### src/rtl/regbank_pkg.sv
package regbank_pkg;
  typedef enum logic [1:0] {
    RK_CONST  = 2'd0,
    RK_STATUS = 2'd1,
    RK_STORE  = 2'd2
  } rkind_e;
endpackage

### src/rtl/regbank_decode.sv
module regbank_decode #(
  parameter int AW      = 14,
  parameter int SLOTW   = 9,
  parameter int BANK_ID = 4
) (
  input  logic [AW-1:0]    addr,
  output logic             hit,
  output logic [SLOTW-1:0] slot
);
  localparam int IDW = AW - SLOTW;

  assign hit  = (addr[AW-1:SLOTW] == IDW'(BANK_ID));
  assign slot = addr[SLOTW-1:0];
endmodule

### src/rtl/regbank_reg.sv
module regbank_reg
  import regbank_pkg::*;
#(
  parameter int              W     = 16,
  parameter int              DW    = 8,
  parameter int              MAXW  = 64,
  parameter int              SLOTW = 9,
  parameter rkind_e          KIND  = RK_STORE,
  parameter logic [MAXW-1:0] INIT  = '0,
  parameter int              BASE  = 0
) (
  input  logic             clk,
  input  logic             rst,
  input  logic             hit,
  input  logic             we,
  input  logic [SLOTW-1:0] slot,
  input  logic [DW-1:0]    wdata,
  input  logic [MAXW-1:0]  sts,
  input  logic             ovr_stb,
  input  logic [MAXW-1:0]  ovr_val,
  output logic [MAXW-1:0]  val_q,
  output logic             wr_pulse,
  output logic [DW-1:0]    rd_slice
);
  localparam int N  = (W + DW - 1) / DW;
  localparam int PW = N * DW;

  logic [PW-1:0] view;

  generate
    if (KIND == RK_STORE) begin : g_store
      logic [W-1:0]  q;
      logic [PW-1:0] nxt;
      logic [N-1:0]  sel;
      logic          wr_any;
      logic          unused_pad;

      always_comb begin
        nxt = PW'(q);
        for (int j = 0; j < N; j++) begin
          sel[j] = hit && we && (slot == SLOTW'(BASE + j));
          if (sel[j]) nxt[(N-1-j)*DW +: DW] = wdata;
        end
        wr_any = |sel;
      end

      always_ff @(posedge clk) begin
        if (rst) begin
          q        <= INIT[W-1:0];
          wr_pulse <= 1'b0;
        end else begin
          if (wr_any)       q <= nxt[W-1:0];
          else if (ovr_stb) q <= ovr_val[W-1:0];
          wr_pulse <= sel[N-1];
        end
      end

      assign view       = PW'(q);
      assign val_q      = MAXW'(q);
      assign unused_pad = ^{nxt, sts};
    end else if (KIND == RK_STATUS) begin : g_status
      logic unused_st;
      assign view      = PW'(sts[W-1:0]);
      assign val_q     = '0;
      assign wr_pulse  = 1'b0;
      assign unused_st = ^{clk, rst, hit, we, wdata, ovr_stb, ovr_val, sts};
    end else begin : g_const
      logic unused_cn;
      assign view      = PW'(INIT[W-1:0]);
      assign val_q     = '0;
      assign wr_pulse  = 1'b0;
      assign unused_cn = ^{clk, rst, hit, we, wdata, ovr_stb, ovr_val, sts};
    end
  endgenerate

  always_comb begin
    rd_slice = '0;
    for (int j = 0; j < N; j++) begin
      if (slot == SLOTW'(BASE + j)) rd_slice = view[(N-1-j)*DW +: DW];
    end
  end
endmodule

### src/rtl/regbank_rdmux.sv
module regbank_rdmux #(
  parameter int DW       = 8,
  parameter int NUM_REGS = 4
) (
  input  logic                   clk,
  input  logic                   rst,
  input  logic                   hit,
  input  logic [NUM_REGS*DW-1:0] slices,
  output logic [DW-1:0]          rdata
);
  logic [DW-1:0] merged;

  always_comb begin
    merged = '0;
    for (int k = 0; k < NUM_REGS; k++) merged = merged | slices[k*DW +: DW];
  end

  always_ff @(posedge clk) begin
    if (rst)      rdata <= '0;
    else if (hit) rdata <= merged;
    else          rdata <= '0;
  end
endmodule

### src/rtl/regbank_top.sv
module regbank_top
  import regbank_pkg::*;
#(
  parameter int              AW       = 14,
  parameter int              DW       = 8,
  parameter int              SLOTW    = 9,
  parameter int              BANK_ID  = 4,
  parameter int              NUM_REGS = 4,
  parameter int              MAXW     = 64,
  parameter int              REG_W    [NUM_REGS] = '{16, 12, 24, 8},
  parameter rkind_e          REG_KIND [NUM_REGS] = '{RK_CONST, RK_STATUS, RK_STORE, RK_STORE},
  parameter logic [MAXW-1:0] REG_INIT [NUM_REGS] = '{64'hBEEF, 64'h0, 64'h123456, 64'h5A}
) (
  input  logic                     clk,
  input  logic                     rst,
  input  logic [AW-1:0]            bus_addr,
  input  logic                     bus_we,
  input  logic [DW-1:0]            bus_wdata,
  output logic [DW-1:0]            bus_rdata,
  input  logic [NUM_REGS*MAXW-1:0] sts_in,
  input  logic [NUM_REGS-1:0]      ovr_stb,
  input  logic [NUM_REGS*MAXW-1:0] ovr_val,
  output logic [NUM_REGS*MAXW-1:0] store_q,
  output logic [NUM_REGS-1:0]      store_wr
);
  function automatic int slot_base(int idx);
    int s;
    s = 0;
    for (int k = 0; k < idx; k++) s += (REG_W[k] + DW - 1) / DW;
    return s;
  endfunction

  localparam int TOTAL_SLOTS = slot_base(NUM_REGS);

  generate
    if (DW != 8 && DW != 16 && DW != 32 && DW != 64) begin : g_bad_dw
      $fatal(1, "regbank_top: DW must be 8, 16, 32 or 64");
    end
    if (TOTAL_SLOTS > (1 << SLOTW)) begin : g_bad_fit
      $fatal(1, "regbank_top: registers exceed the slot space");
    end
  endgenerate

  logic                   hit;
  logic [SLOTW-1:0]       slot;
  logic [NUM_REGS*DW-1:0] slices;

  regbank_decode #(.AW(AW), .SLOTW(SLOTW), .BANK_ID(BANK_ID)) u_dec (
    .addr (bus_addr),
    .hit  (hit),
    .slot (slot)
  );

  generate
    for (genvar i = 0; i < NUM_REGS; i++) begin : g_reg
      if (REG_W[i] < 1 || REG_W[i] > MAXW) begin : g_bad_w
        $fatal(1, "regbank_top: register width out of range");
      end
      regbank_reg #(
        .W     (REG_W[i]),
        .DW    (DW),
        .MAXW  (MAXW),
        .SLOTW (SLOTW),
        .KIND  (REG_KIND[i]),
        .INIT  (REG_INIT[i]),
        .BASE  (slot_base(i))
      ) u_reg (
        .clk      (clk),
        .rst      (rst),
        .hit      (hit),
        .we       (bus_we),
        .slot     (slot),
        .wdata    (bus_wdata),
        .sts      (sts_in[i*MAXW +: MAXW]),
        .ovr_stb  (ovr_stb[i]),
        .ovr_val  (ovr_val[i*MAXW +: MAXW]),
        .val_q    (store_q[i*MAXW +: MAXW]),
        .wr_pulse (store_wr[i]),
        .rd_slice (slices[i*DW +: DW])
      );
    end
  endgenerate

  regbank_rdmux #(.DW(DW), .NUM_REGS(NUM_REGS)) u_rd (
    .clk    (clk),
    .rst    (rst),
    .hit    (hit),
    .slices (slices),
    .rdata  (bus_rdata)
  );
endmodule

### config.mk
export PLATFORM = sky130hd
export DESIGN_NAME = regbank_top
export DESIGN_NICKNAME = d
export VERILOG_FILES = /design/src/rtl/regbank_pkg.sv /design/src/rtl/regbank_decode.sv /design/src/rtl/regbank_reg.sv /design/src/rtl/regbank_rdmux.sv /design/src/rtl/regbank_top.sv
export SDC_FILE = /design/constraint.sdc
export NUM_CORES = 1
export LEC_CHECK = 0
export BUFFER_PORTS_ARGS = -buffer_cell sky130_fd_sc_hd__clkbuf_2
export CORE_AREA = 5 5 309 311
export DETAILED_ROUTE_END_ITERATION = 10
export DIE_AREA = 0 0 314 316
export SLEW_MARGIN = 40
export SYNTH_ARGS = -nofsm -noshare
export SYNTH_HDL_FRONTEND = slang
export SYNTH_SLANG_ARGS = --single-unit
### constraint.sdc
create_clock -name clk -period 2.41 [get_ports clk]
set_input_delay 0.482 -clock clk [delete_from_list [all_inputs] [get_ports clk]]
set_output_delay 0.482 -clock clk [all_outputs]
set_load 0.03 [all_outputs]
# Word-level counts from Yosys, hierarchy flattened
# Cells that the tools add are included.
word_totals:
  regBits: 42
  input_bits: 541
  out_inout_bits: 268
op_classes:
  n_eq_ne: 11
  muxes: 15
  bitwise: 4
  n_reduce_logical: 13
ops:
  columns: ["operator", "n"]
  rows:
  - ["8-bit two-way mux", 12]
  - ["24-bit two-way mux", 2]
  - ["9-bit by 3-bit equality test with 1-bit output (second input constant)", 4]
  - ["8-bit OR", 3]
  - ["9-bit by 2-bit equality test with 1-bit output (second input constant)", 2]
  - ["9-bit by 1-bit equality test with 1-bit output (second input constant)", 1]
  - ["9-bit logical NOT", 1]
  - ["2-bit by 1-bit inequality test with 1-bit output (second input constant)", 3]
  - ["2-bit AND reduction", 3]
  - ["5-bit by 3-bit equality test with 1-bit output (second input constant)", 1]
  - ["1-bit logical AND", 5]
  - ["4-bit two-way mux", 1]
  - ["2-bit nonzero test", 2]
  - ["3-bit OR reduction", 1]
  - ["2-bit OR reduction", 1]
  - ["1-bit inverter", 1]

# Logic depth before layout (Yosys ltp)
logic_depth:
  depth_word: 6
  depth_mapped: 7
  ltp_nobuf: 5

# Cells and area by module
# A second synthesis with hierarchy kept.
hier_totals:
  hier_cells: 544
  area_unflattened_um2: 4345.4
by_module_without_submodules:
  columns: ["mod", "instances", "cells_each", "area_each_um2", "seq_area_each_um2"]
  rows:
  - ["regbank_reg (g_reg[2].u_reg)", 1, 228, 1831.8, 500.5]
  - ["regbank_reg (g_reg[3].u_reg)", 1, 115, 970.9, 180.2]
  - ["regbank_reg (g_reg[1].u_reg)", 1, 87, 618.1, 0.0]
  - ["regbank_reg (g_reg[0].u_reg)", 1, 77, 579.3, 0.0]
  - ["regbank_rdmux", 1, 26, 265.3, 160.2]
  - ["regbank_decode", 1, 11, 80.1, 0.0]

# Least setup slack after synthesis
# No wires, ideal clock.
synth_path:
  path_kind: "input port to flip-flop"
  startpoint: "input port bus_addr[12]"
  endpoint: "register g_reg[2].u_reg.g_store.q[13]"
  setup_time_ps: 137
  t_arrival_ps: 1839
  t_required_ps: 2273
  slack_ps: 434
  stages: 6
  path_buffers: 1
  cell_sequence: "nor3b_4 -> nand4_4 -> or4_4 -> buf_6 -> a211oi_1 -> a41oi_1"
synth_via:
  elab_chain_cells: 6
synth_lines:
  columns: ["item", "line_no", "text"]
  rows:
  - ["start: declaration", "regbank_top.sv:16", "input logic [AW-1:0] bus_addr,"]
  - ["5-bit by 3-bit equality test with 1-bit output *", "regbank_decode.sv:12", "assign hit = (addr[AW-1:SLOTW] == IDW'(BANK_ID));"]
  - ["1-bit logical AND *", "regbank_reg.sv:41", "sel[j] = hit && we && (slot == SLOTW'(BASE + j));"]
  - ["1-bit logical AND", "regbank_reg.sv:41", null]
  - ["3-bit OR reduction", "regbank_reg.sv:44", "wr_any = |sel;"]
  - ["2-bit by 1-bit inequality test with 1-bit output (no source line) or 2-bit nonzero test (tied branches)", null, null]
  - ["2-bit AND reduction (no source line)", null, null]
  - ["end signal: assignment", "regbank_reg.sv:49", "q <= INIT[W-1:0];"]
  - ["end signal: assignment", "regbank_reg.sv:52", "if (wr_any) q <= nxt[W-1:0];"]
  - ["end signal: assignment", "regbank_reg.sv:53", "else if (ovr_stb) q <= ovr_val[W-1:0];"]
  - ["end: declaration", "regbank_reg.sv:32", "logic [W-1:0] q;"]
# Every way passes the cells marked *; elsewhere a longest branch is shown, timed or not.
# A chain may end at the register's enable or synchronous reset.

# Final worst setup path
layout_path:
  startpoint: "input port bus_addr[1]"
  endpoint: "register g_reg[2].u_reg.g_store.q[18]"
layout_via:
  elab_chain_cells: 5
layout_lines:
  columns: ["item", "line_no"]
  rows:
  - ["9-bit by 3-bit equality test with 1-bit output", "regbank_reg.sv:41"]
  - ["1-bit logical AND", "regbank_reg.sv:41"]
  - ["3-bit OR reduction", "regbank_reg.sv:44"]
  - ["2-bit by 1-bit inequality test with 1-bit output (no source line) or 2-bit nonzero test (tied branches)", null]
  - ["2-bit AND reduction (no source line)", null]
# Several ways; a longest one is shown, not always the timed one.

==> metrics.yaml <==
cells_and_area:
  drive_gt1_share_pct: 28.6
  fin_cells: 1824
  nFillCells: 11000
  register_area_um2: 841
  multi_input_area_mm2: 0.00222
  final_nets: 1166
  area_growth_pct: 38.4
  stdcell_area_mm2: 0.00561
drt:
  ant_nets: 0
  wl_per_cell_um: 13.3
  first_pass_iters: 4
  vias_per_cell: 1.85
  finalWirelength_mm: 24.3
  vias: 3381
  drt-initial-drc-count: 211
  drc: 0
placement:
  dpl.cell_count: 1815
  gp_congestion: 0.733
  dpl_cell_area_mm2: 0.00545
  portBuffers: 112
  hpwl_mm: 22.1
cts:
  postCtsSetupBuffers: 0
  clkSinkCount: 42
  cts_tree: "yes"
  cts_root_buffer: "clkbuf_16"
  clkTransAtPathRegs_ns: 0.08
  hold_buffers: 0
  cts_made_buffers: 5
  ctsLongestPathBuffers: 2
  h-tree-depth: 2
  clk_latency_ns: 0.32
  cts_resized: 0
sta:
  rsz0062_at_grt: "no"
  min_period_ns: 1.94
  drv_slew: 0
  tightest_slew_ns: 0.579
  fin_setup_tns_ns: 0
  max_clock_freq_mhz: 515
  whs_ns: 0.408
  min_period_over_period_pct: 80.5
  slew-limit-headroom_pct: 61.1
  setup_viol: 0
  hold_viol_final: 0
  finClkSkew_ns: 0.0109
logic_synthesis:
  syn_area_per_cell_um2: 8.23
  synthTopCellsByArea: "buf_4, dfxtp_1, mux2i_1"
  ys_seq_elements: 42
  synth_edf_count: 0
  synth-seq-area-share_pct: 20.8
  yosysWarnings: 0
  synth_area_leader_cell: "buf_4"
  ys_types: 43
  netlist.area_leader.share_pct: 42.3
  synth_common_cells: "buf_4, dfxtp_1, nand2_1"
  synthesis.instances: 492
  yosysMostFrequentCell: "buf_4"
  synth_flop_cell: "dfxtp_1"
  synthArstFlopShare_pct: 0
  synth_area_mm2: 0.00405
flow_run:
  cap_viol_max_count: 0
setup_path:
  crit_path_start_kind: "input pin"
  cp_max_fo: 16
  reg2reg_from: "g_reg[3].u_reg.g_store.q[7]$_SDFFE_PP0P_"
  arrival_ns: 2.13
  crit_start: "bus_addr[1]"
  critical_path_class: "in -> reg"
  cp.required_ns: 2.60
  crit_path_end_kind: "flip-flop"
power_and_ir_drop:
  power_uw: 2520
  p_per_area_mw_per_mm2: 450
  p_leak_uw: 0.00234
  vdd_ir_drop_max_mv: 0.307
hold_path:
  min_from: "ovr_val[131]"
  hp-class: "in -> reg"
run_status:
  status: "finished clean"
die:
  fp.dieH_um: 316
  die_x_um: 314
  num_rows: 112
  dieArea_mm2: 0.0992
  fp.coreArea_mm2: 0.0925
  num_io_pins: 809
  start_util_pct: 4.38
global_route:
  grt_overflow: 0
  grt_pass1_wl_mm: 30.0
  use_met1_pct: 7.87
  antenna_found_initial: 16
  first_global_vias: 3196
  grt-busiest-layer: "met1"
  grt_util_met3_pct: 1.90
  grt_max_degree: 22
  met2_usage_pct: 5.40
  track_usage_pct: 4.67
==> critical path: stages <==
cell and delay (ns):
clkbuf_2 0.20, a211oi_1 0.32, nand4_2 0.26, buf_4 0.25, buf_4 0.21, nand2_1 0.17, buf_12 0.14, a311oi_1 0.08
==> per-stage QoR <==
stage / setup slack [ns] / util [%]
floorplan: 0.434 / -
global route: 0.376 / 6.06
detailed placement: 0.136 / 5.90
CTS: 0.451 / 6.06
finish: 0.470 / 6.06
global placement: 0.146 / 5.90
==> layout make-up <==
class	instances	area share [%]
antenna	1	0.0446
clock buffer	5	2.23
clock inverter	3	0.446
inverter	5	0.335
multi-input combinational	426	39.7
sequential	42	15.0
tap	1197	26.7
timing repair buffer	145	15.5
==> final timing paths <==
path                                                                  end  slack (ns)  cells past startpoint
worst max-delay path            g_reg[2].u_reg.g_store.q[18]$_SDFFE_PP0P_        0.47                      8
worst min-delay path             g_reg[2].u_reg.g_store.q[3]$_SDFFE_PP0P_        0.41                      3
worst max register to register                   u_rd.rdata[7]$_SDFF_PP0_        1.06                      5
worst min register to register  g_reg[2].u_reg.g_store.q[16]$_SDFFE_PP0P_        0.53                      2
==> cell usage in the layout (no fill, tap or decap), types with 2 or more instances in the layout <==
cell type	n
inv_1	5
clkbuf_2	112
mux2i_1	23
o21ai_1	2
a21oi_1	22
dfxtp_1	42
nand4_1	3
nand2_1	33
or2_2	5
nor4_1	3
a311oi_1	16
o21ai_0	13
nor2_1	31
a211oi_1	10
nand3_1	2
buf_12	5
o311ai_0	4
mux2_2	5
nand4_4	2
buf_4	28
clkbuf_16	5
and3_1	2
mux4_2	3
conb_1	226
nor2b_1	5
==> per-layer routing <==
layer	vias up	wire (um)
li1	1486	-
met1	1524	12800
met2	357	7960
met3	14	3380
met4	0	114
met5	-	0
==> cell families after synthesis <==
kind of cell	after synthesis	share of synthesized area (%)
and+or+nand+nor	97	13.3
other	1	0.0926
buffers and inverters	249	45.1
DFF	42	20.8
muxes	31	8.75
AOI/OAI and AO/OA	72	12.0
==> state kept, by name (all words and copies together), names as in the netlist <==
name / flops
g.u_reg.g_store.q: 32
u_rd.rdata: 8
g.u_reg.wr_pulse: 2
==> power by group <==
part	total, uW	internal, uW	switching (uW)	leakage (uW)
Sequential	778	730	48.5	0.000347
Clock	788	393	395	0.0000704
Combinational	956	173	783	0.00193
Power figures use the tool's default switching activity.
